`config.mk`:
```
export PLATFORM = sky130hd
export DESIGN_NAME = idx_nvram
export DESIGN_NICKNAME = d
export VERILOG_FILES = /design/src/rtl/idx_nvram_pkg.sv /design/src/rtl/idx_nvram_ptr.sv /design/src/rtl/idx_nvram_lock.sv /design/src/rtl/idx_nvram_store.sv /design/src/rtl/idx_nvram.sv
export SDC_FILE = /design/constraint.sdc
export NUM_CORES = 2
export LEC_CHECK = 0
export BUFFER_PORTS_ARGS = -buffer_cell sky130_fd_sc_hd__buf_2
export CELL_PAD_IN_SITES_DETAIL_PLACEMENT = 0
export CELL_PAD_IN_SITES_GLOBAL_PLACEMENT = 1
export CORE_MARGIN = 2
export CORE_UTILIZATION = 55
export DETAILED_ROUTE_END_ITERATION = 8
export HOLD_SLACK_MARGIN = 0.08
export MAX_ROUTING_LAYER = met4
export PLACE_DENSITY_LB_ADDON = 0.1
export SLEW_MARGIN = 20
export SYNTH_ARGS = -nofsm -noshare
export SYNTH_HDL_FRONTEND = slang
export SYNTH_SLANG_ARGS = --single-unit
```
`constraint.sdc`:
```
create_clock -name clk -period 4.64 [get_ports clk]
set_input_delay 0.232 -clock clk [delete_from_list [all_inputs] [get_ports clk]]
set_output_delay 0.232 -clock clk [all_outputs]
set_load 0.01 [all_outputs]
```
`src/rtl/idx_nvram_pkg.sv`:
```
package idx_nvram_pkg;

  typedef enum logic [1:0] {
    OFF_PTR_LO = 2'd0,
    OFF_PTR_HI = 2'd1,
    OFF_SPARE  = 2'd2,
    OFF_DATA   = 2'd3
  } port_off_e;

  localparam logic [7:0] IDLE_BYTE = 8'hFF;

  // True when address a lies in [base, base+span)
  function automatic logic in_window(input logic [31:0] a,
                                     input int unsigned base,
                                     input int unsigned span);
    return (a >= base) && (a < base + span);
  endfunction

  // True when address a falls inside a memory of the given size
  function automatic logic in_memory(input logic [31:0] a,
                                     input int unsigned size);
    return a < size;
  endfunction

  // One-hot mask for selected lock bit
  function automatic logic [31:0] sel_mask(input int unsigned sel);
    return 32'd1 << sel;
  endfunction

endpackage

```
`src/rtl/idx_nvram_ptr.sv`:
```
module idx_nvram_ptr
  import idx_nvram_pkg::*;
#(
  parameter int BYTE_W = 8,
  parameter int PTR_W  = 16
) (
  input  logic              clk,
  input  logic              rst,
  input  logic              wr,
  input  logic [1:0]        off,
  input  logic [BYTE_W-1:0] wdata,
  output logic [PTR_W-1:0]  ptr
);
  localparam int HI_W = PTR_W - BYTE_W;

  logic lo_load, hi_load, ptr_clear;
  assign lo_load   = wr && (off == OFF_PTR_LO);
  assign hi_load   = wr && (off == OFF_PTR_HI);
  assign ptr_clear = wr && (off == OFF_DATA);

  always_ff @(posedge clk) begin
    if (rst) begin
      ptr <= '0;
    end else if (lo_load) begin
      ptr[BYTE_W-1:0] <= wdata;
    end else if (hi_load) begin
      ptr[PTR_W-1:BYTE_W] <= HI_W'(wdata);
    end else if (ptr_clear) begin
      ptr <= '0;
    end
  end

  AST_LO_LOAD: assert property (@(posedge clk) disable iff (rst)
    lo_load |=> (ptr[BYTE_W-1:0] == $past(wdata)) &&
                (ptr[PTR_W-1:BYTE_W] == $past(ptr[PTR_W-1:BYTE_W])));
  AST_HI_LOAD: assert property (@(posedge clk) disable iff (rst)
    hi_load |=> (ptr[PTR_W-1:BYTE_W] == HI_W'($past(wdata))) &&
                (ptr[BYTE_W-1:0] == $past(ptr[BYTE_W-1:0])));
  AST_PTR_AUTOCLEAR: assert property (@(posedge clk) disable iff (rst)
    ptr_clear |=> ptr == '0);
  AST_PTR_QUIET: assert property (@(posedge clk) disable iff (rst)
    !wr |=> $stable(ptr));
  AST_PTR_RESET: assert property (@(posedge clk) disable iff (rst)
    $past(rst) |-> ptr == '0);
endmodule

```
`src/rtl/idx_nvram_lock.sv`:
```
module idx_nvram_lock
  import idx_nvram_pkg::*;
#(
  parameter int LOCKS     = 2,
  parameter int SEL_W     = 1,
  parameter int PTR_W     = 16,
  parameter int LOCK_BASE = 32,
  parameter int LOCK_SPAN = 16
) (
  input  logic             clk,
  input  logic             rst,
  input  logic             flip,
  input  logic [SEL_W-1:0] sel,
  input  logic [PTR_W-1:0] ptr,
  output logic [LOCKS-1:0] lock_q,
  output logic             blocked
);
  logic [LOCKS-1:0] hit;
  logic [LOCKS-1:0] flip_mask;

  assign flip_mask = flip ? LOCKS'(sel_mask(int'(sel))) : '0;

  always_ff @(posedge clk) begin
    if (rst) lock_q <= '0;
    else     lock_q <= lock_q ^ flip_mask;
  end

  for (genvar k = 0; k < LOCKS; k++) begin : g_win
    assign hit[k] = lock_q[k] &&
      in_window(32'(ptr), LOCK_BASE + k * LOCK_SPAN, LOCK_SPAN);
  end

  assign blocked = |hit;

  AST_TOGGLE_ONE_BIT: assert property (@(posedge clk) disable iff (rst)
    flip |=> $countones(lock_q ^ $past(lock_q)) == 1);
  AST_NO_FLIP_HOLD: assert property (@(posedge clk) disable iff (rst)
    !flip |=> $stable(lock_q));
  AST_LOCK_RESET: assert property (@(posedge clk) disable iff (rst)
    $past(rst) |-> lock_q == '0);
endmodule

```
`src/rtl/idx_nvram_store.sv`:
```
module idx_nvram_store
  import idx_nvram_pkg::*;
#(
  parameter int MEM_BYTES = 256,
  parameter int BYTE_W    = 8,
  parameter int PTR_W     = 16
) (
  input  logic              clk,
  input  logic              wen,
  input  logic [PTR_W-1:0]  ptr,
  input  logic [BYTE_W-1:0] wdata,
  output logic              in_range,
  output logic [BYTE_W-1:0] rbyte
);
  localparam int IDX_W = (MEM_BYTES > 1) ? $clog2(MEM_BYTES) : 1;

  logic [BYTE_W-1:0] mem [MEM_BYTES];
  logic [IDX_W-1:0]  idx;
  logic              mem_wen;

  assign in_range = in_memory(32'(ptr), MEM_BYTES);
  assign idx      = IDX_W'(ptr);
  assign mem_wen  = wen && in_range;
  assign rbyte    = in_range ? mem[idx] : BYTE_W'(IDLE_BYTE);

  always_ff @(posedge clk) begin
    if (mem_wen) mem[idx] <= wdata;
  end

  AST_WRITE_LANDS: assert property (@(posedge clk)
    mem_wen |=> mem[$past(idx)] == $past(wdata));
endmodule

```
`src/rtl/idx_nvram.sv`:
```
module idx_nvram
  import idx_nvram_pkg::*;
#(
  parameter int MEM_BYTES = 256,
  parameter int LOCKS     = 2,
  parameter int LOCK_BASE = 32,
  parameter int LOCK_SPAN = 16
) (
  input  logic       clk,
  input  logic       rst,
  input  logic [1:0] port_off,
  input  logic [7:0] wr_data,
  input  logic       port_rd,
  input  logic       port_wr,
  input  logic       lock_flip,
  input  logic [0:0] lock_sel,
  output logic [7:0] rd_data
);
  localparam int BYTE_W = 8;
  localparam int PTR_W  = 2 * BYTE_W;
  localparam int SEL_W  = 1;

  logic [PTR_W-1:0]  ptr;
  logic [LOCKS-1:0]  lock_q;
  logic              blocked;
  logic              in_range;
  logic [BYTE_W-1:0] rbyte;
  logic              data_wr, data_rd, store_wen;

  assign data_wr   = port_wr && (port_off == OFF_DATA);
  assign data_rd   = port_rd && (port_off == OFF_DATA);
  assign store_wen = data_wr && !blocked;

  idx_nvram_ptr #(.BYTE_W(BYTE_W), .PTR_W(PTR_W)) u_ptr (
    .clk(clk), .rst(rst), .wr(port_wr), .off(port_off),
    .wdata(wr_data), .ptr(ptr)
  );

  idx_nvram_lock #(
    .LOCKS(LOCKS), .SEL_W(SEL_W), .PTR_W(PTR_W),
    .LOCK_BASE(LOCK_BASE), .LOCK_SPAN(LOCK_SPAN)
  ) u_lock (
    .clk(clk), .rst(rst), .flip(lock_flip), .sel(lock_sel),
    .ptr(ptr), .lock_q(lock_q), .blocked(blocked)
  );

  idx_nvram_store #(
    .MEM_BYTES(MEM_BYTES), .BYTE_W(BYTE_W), .PTR_W(PTR_W)
  ) u_store (
    .clk(clk), .wen(store_wen), .ptr(ptr), .wdata(wr_data),
    .in_range(in_range), .rbyte(rbyte)
  );

  always_ff @(posedge clk) begin
    if (rst) begin
      rd_data <= IDLE_BYTE;
    end else if (port_rd) begin
      rd_data <= (data_rd && !blocked) ? rbyte : IDLE_BYTE;
    end
  end

  AST_SPARE_OFF_RD: assert property (@(posedge clk) disable iff (rst)
    (port_rd && port_off != OFF_DATA) |=> rd_data == 8'hFF);
  AST_LOCKED_RD: assert property (@(posedge clk) disable iff (rst)
    (data_rd && blocked) |=> rd_data == 8'hFF);
  AST_OOR_RD: assert property (@(posedge clk) disable iff (rst)
    (data_rd && !in_range) |=> rd_data == 8'hFF);
  AST_RD_HOLD: assert property (@(posedge clk) disable iff (rst)
    !port_rd |=> $stable(rd_data));
  AST_RD_RESET: assert property (@(posedge clk) disable iff (rst)
    $past(rst) |-> rd_data == 8'hFF);
endmodule

```
# Word level (Yosys, flattened, before mapping)
# Memory sizes are Yosys's and may differ from the RTL's. A register that Yosys moved wholly into a read port is not among the register bits.
# Cells that the tools add are included.
[classes]
n_eq_ne = 3
n_addsub = 0
n_mul = 0
magnitude_cmp = 5
muxes = 11
n_bitwise = 2
n_shift = 1
reduce_logical = 18
n_div = 0
[op_table]
columns = ["op", "count"]
rows = [
  ["$mux W8", 7],
  ["$ge A16 B6 Y1 const B", 2],
  ["$lt A16 B6 Y1 const B", 1],
  ["$lt A16 B7 Y1 const B", 1],
  ["$lt A16 B9 Y1 const B", 1],
  ["$mux W16", 1],
  ["$logic_and A1 B1 Y1", 11],
  ["$reduce_and A2 Y1", 2],
  ["$reduce_bool A2 Y1", 2],
  ["$eq A2 B1 Y1 const B", 1],
  ["$eq A2 B2 Y1 const B", 1],
  ["$logic_not A2 Y1", 1],
  ["$mux W1", 2],
  ["$mux W2", 1],
  ["$ne A2 B1 Y1 const B", 1],
  ["$reduce_or A2 Y1", 1],
  ["$shl A1 B1 Y2 const A", 1],
  ["$xor A2 B2 Y2", 1],
  ["$logic_not A1 Y1", 1],
  ["$not A1 Y1", 1],
]
[totals]
reg_bits = 26
mem_bits_rw = 2048
rom_bits = 0
n_memories = 1
elab_cells = 45
latchBits = 0
inputBits = 16
[mem_list]
columns = ["name", "depth", "word_bits", "read_ports", "rd_ports_with_merged_regs", "wr", "line", "rtl"]
rows = [
  ["u_store.mem", 256, 8, 1, 1, 1, "idx_nvram_store.sv:17", "logic [BYTE_W-1:0] mem [MEM_BYTES];"],
]

# Logic depth before layout (Yosys ltp)
[depth]
depth_word = 9
mapped_depth = 14

# Modules after synthesis
# From an unflattened synthesis, not the netlist that was laid out.
[hier_totals]
hier_cells = 3683
area_unflattened_um2 = 80415.9
[modules_own_cells]
columns = ["module", "cells_per_inst", "instances", "seq_area_each_um2", "area_each_um2"]
rows = [
  ["idx_nvram_store", 3555, 1, 61499.0, 79232.2],
  ["idx_nvram_ptr", 76, 1, 320.3, 705.7],
  ["idx_nvram", 39, 1, 160.2, 365.4],
  ["idx_nvram_lock", 13, 1, 40.0, 112.6],
]

# Worst setup path after synthesis
# No wires, ideal clock.
[synth_path]
path_type = "reg-to-reg"
from = "register u_ptr.ptr[8]"
to = "memory u_store.mem[184][0] (enable)"
path_stages_with_launch = 8
path_buffers = 1
t_required_ns = 4.270
path_slack_ns = 1.795
setup_time_ns = 0.370
arrival_ns = 2.475
synth_period_minus_slack_ns = 2.845
path_cell_list = "dfxtp_1 -> or4_1 -> nor3_1 -> nand3_1 -> nor4b_1 -> nand3_1 -> clkbuf_1 -> nor2_1"
[synth_between]
elab_chain_len = 9
elab_cells_between_ends = 15
[synth_rtl]
columns = ["element", "line", "rtl"]
rows = [
  ["start, declared", "idx_nvram_ptr.sv:12", "output logic [PTR_W-1:0] ptr"],
  ["start signal, assigned by index", "idx_nvram_ptr.sv:25", "ptr[BYTE_W-1:0] <= wdata;"],
  ["start signal, assigned by index", "idx_nvram_ptr.sv:27", "ptr[PTR_W-1:BYTE_W] <= HI_W'(wdata);"],
  ["$ge A16 B6 Y1, or another cell as far along", "idx_nvram_pkg.sv:16", "return (a >= base) && (a < base + span);"],
  ["$logic_and A1 B1 Y1", "idx_nvram_pkg.sv:16", ""],
  ["$logic_and A1 B1 Y1", "idx_nvram_lock.sv:29", "assign hit[k] = lock_q[k] &&"],
  ["$reduce_or A2 Y1", "idx_nvram_lock.sv:33", "assign blocked = |hit;"],
  ["$logic_not A1 Y1", "idx_nvram.sv:32", "assign store_wen = data_wr && !blocked;"],
  ["$logic_and A1 B1 Y1", "idx_nvram.sv:32", ""],
  ["$logic_and A1 B1 Y1 *", "idx_nvram_store.sv:23", "assign mem_wen = wen && in_range;"],
  ["$mux W1 *", "idx_nvram_store.sv:27", "if (mem_wen) mem[idx] <= wdata;"],
  ["$mux W1 (implied by the code) *", "idx_nvram_store.sv:27", ""],
  ["end, declared", "idx_nvram_store.sv:17", ""],
]
# Mark *: on every way between the ends. The rest lies on a longest branch, timed or not.

==> results.yml <==
power_and_ir_drop:
  p_sw_mw: 7.79
  sw_frac_of_total: 0.203
  p_leak_nw: 27.6
  pwr_density_cell_nw_per_um2: 421
  seq_power_share: 0.541
  p_comb_frac: 0.034
  ir_worst_vdd_uv: 370
  p_int_mw: 30.5
  clockPowerShare: 0.425
timing:
  setup_viol: 0
  fin_crit_ns: 4.17
  rsz0062_at_grt: "no"
  layout_worst_path_cycle_share: 0.900
  whs_ns: 0.0779
  skew_ns: 0.0366
  fmax_mhz: 240
  worst_pin_slew_ns: 1.19
  slew_violations: 0
  relSlewSlack: 0.208
  layout_setup_ws_ns: 0.466
  hold_viol: 0
  fin_tns_setup_ns: 0
yosys:
  avgSynthCellArea_sq_um: 20.5
  synth_nets: 3944
  synth_flop_cell: "edfxtp_1"
  ys_seq_area_frac: 0.771
  yosysWarnings: 0
  synth_area_sq_um: 80700
  ys_seq_elements: 2082
  synth_edf_count: 2048
  ys_types: 51
  async_flop_share: 0
  synthCells: 3928
floorplan:
  fp.dieW_um: 387
  io_pins: 24
  dieArea_sq_um: 150000
  dieHeight_um: 387
  core_area_sq_um: 146000
  rows: 140
  initial_core_util: 0.554
worst_setup_path:
  r2r_setup_slack_ns: 0.47
  startpoint_type: "register"
  crit_arrival_ns: 4.86
  path_max_fanout: 36
  cp_data_required_time_ns: 5.33
  cp-end-kind: "register"
  path_class: "reg -> reg"
status:
  outcome: "complete, no violations"
detailed_routing:
  drt_iter0_drc: 5069
  num_vias: 40900
  wire_per_inst_um: 33.5
  avgViaCountPerCell: 6.55
  firstDrtPassIters: 6
  detail-route-antenna-nets: 0
  drcViolationCount: 0
  wl_um: 209000
cells_and_area:
  post-route-util: 0.624
  final_area_sq_um: 90800
  area_growth_pct: 12.6
  most-common-layout-cells: "edfxtp_1 (2048), mux4_2 (448), nor2_1 (314), buf_4 (213), mux2i_1 (212)"
  final_layout_size_suffix_gt1_frac: 0.233
  final_common_cell: "edfxtp_1"
  nets: 4177
global_route:
  antenna_found_initial: 2
  overflow: 0
  grt_max_degree: 129
  grt_pass1_wl_um: 300000
  track_usage: 0.291
  grt_pass1_vias: 41100
clocking:
  clock_latency_ns: 0.84
  cts_made_buffers: 200
  cts_root_buffer: "clkbuf_16"
  cts_sinks: 2082
  cts_tree: "done"
  clk_path_buf_depth: 3
  htreeDepth: 4
  clkTransAtPathRegs_ns: 0.07
flow_run:
  cap_viol_max_count: 0
hold_path:
  min_path_type: "in -> reg"
placement:
  place_area_sq_um: 84200
  place_congestion: 0.883
  place.port_buffers: 23
  dp_slack_ns: 0.518
  post-dp-hpwl_um: 132000
[kinds of logic (layout without fill, tap and decap cells)]
family,after synthesis,count (layout),share of synthesized area
buffers and inverters,246,643,0.0149
muxes,663,663,0.152
other,0,2,0
DFF,2082,2082,0.771
AOI/OAI and AO/OA,350,350,0.0303
and+or+nand+nor,585,585,0.0320
xor gates and xnor gates,2,2,0.000217
[through the flow]
stage	cells	power, mW
3_5_place_dp	5864	22.4
5_1_grt	6243	39.3
6_report	6244	38.3
2_1_floorplan	3928	21.7
4_1_cts	6242	38.5
3_3_place_gp	5864	22.4
[layout make-up]
cell class	instances	area (sq um)
multi-input combinational	1600	17300
clock inverter	119	1230
fill	9925	54700
antenna	2	5.00
tap	1917	2400
sequential	2082	62200
inverter	6	25.0
clock buffer	247	5310
timing repair buffer	271	2360
[synth_stat cells (all sizes together) (34+ instances only)]
master	count	area [sq um]
a21oi	81	405
a22oi	59	443
buf	135	782
clkbuf	105	394
dfxtp	34	681
edfxtp	2048	61500
mux2i	212	2120
mux4	448	10100
nand2	86	323
nand3	46	230
nor2	314	1180
nor3	45	225
o221ai	54	473
o22ai	54	338
[path summary, 6_finish.rpt]
kind                                   start                      endpoint  depth (start not counted)
hold / removal                    wr_data[3]  u_store.mem[96][3]$_DFFE_PP_                          1
setup reg to reg                    register       rd_data[3]$_SDFFE_PP1P_                          7
hold reg to reg   u_ptr.ptr[13]$_SDFFE_PP0P_    u_ptr.ptr[13]$_SDFFE_PP0P_                          2
setup / recovery                    register       rd_data[3]$_SDFFE_PP1P_                          7
[layer usage]
| layer | vias up | part of all wire | GRT usage |
|---|---|---|---|
| li1 | 16800 | - | - |
| met1 | 21800 | 0.39 | 0.392 |
| met2 | 2011 | 0.49 | 0.458 |
| met3 | 348 | 0.077 | 0.0467 |
| met4 | 0 | 0.037 | 0.101 |
| met5 | - | 0 | - |
[registers in the layout (all words and copies together) (netlist names), named ones only]
| signal | count |
|---|---|
| u_store.mem | 2048 |
| u_ptr.ptr | 16 |
| rd_data | 8 |
| u_lock.lock_q | 2 |
[power by group through the flow]
stage / clock [mW] / sequential, mW / combinational [mW]
3_3_place_gp: 0 / 21.1 / 1.27
3_5_place_dp: 0 / 21.1 / 1.31
2_1_floorplan: 0 / 21.1 / 0.631
6_report: 16.3 / 20.7 / 1.31
4_1_cts: 16.5 / 20.7 / 1.32
5_1_grt: 17.2 / 20.7 / 1.38
[critical path, cell delays in order (launching register included)]
cell,delay (ns)
dfxtp_4,0.96
buf_12,0.32
mux4_2,0.55
mux4_2,0.53
a31oi_1,0.53
o22ai_1,0.20
nor4b_1,0.74
a21oi_1,0.16
[repair_timing]
action                                 4_1_cts  5_1_grt
endpoints found under the hold margin      132        0
hold buffers                                12        0
resized for setup                            0        0
setup endpoints to repair                    0        0
buffers inserted                             0        0
Note: power is estimated with default switching activity, not from simulation.
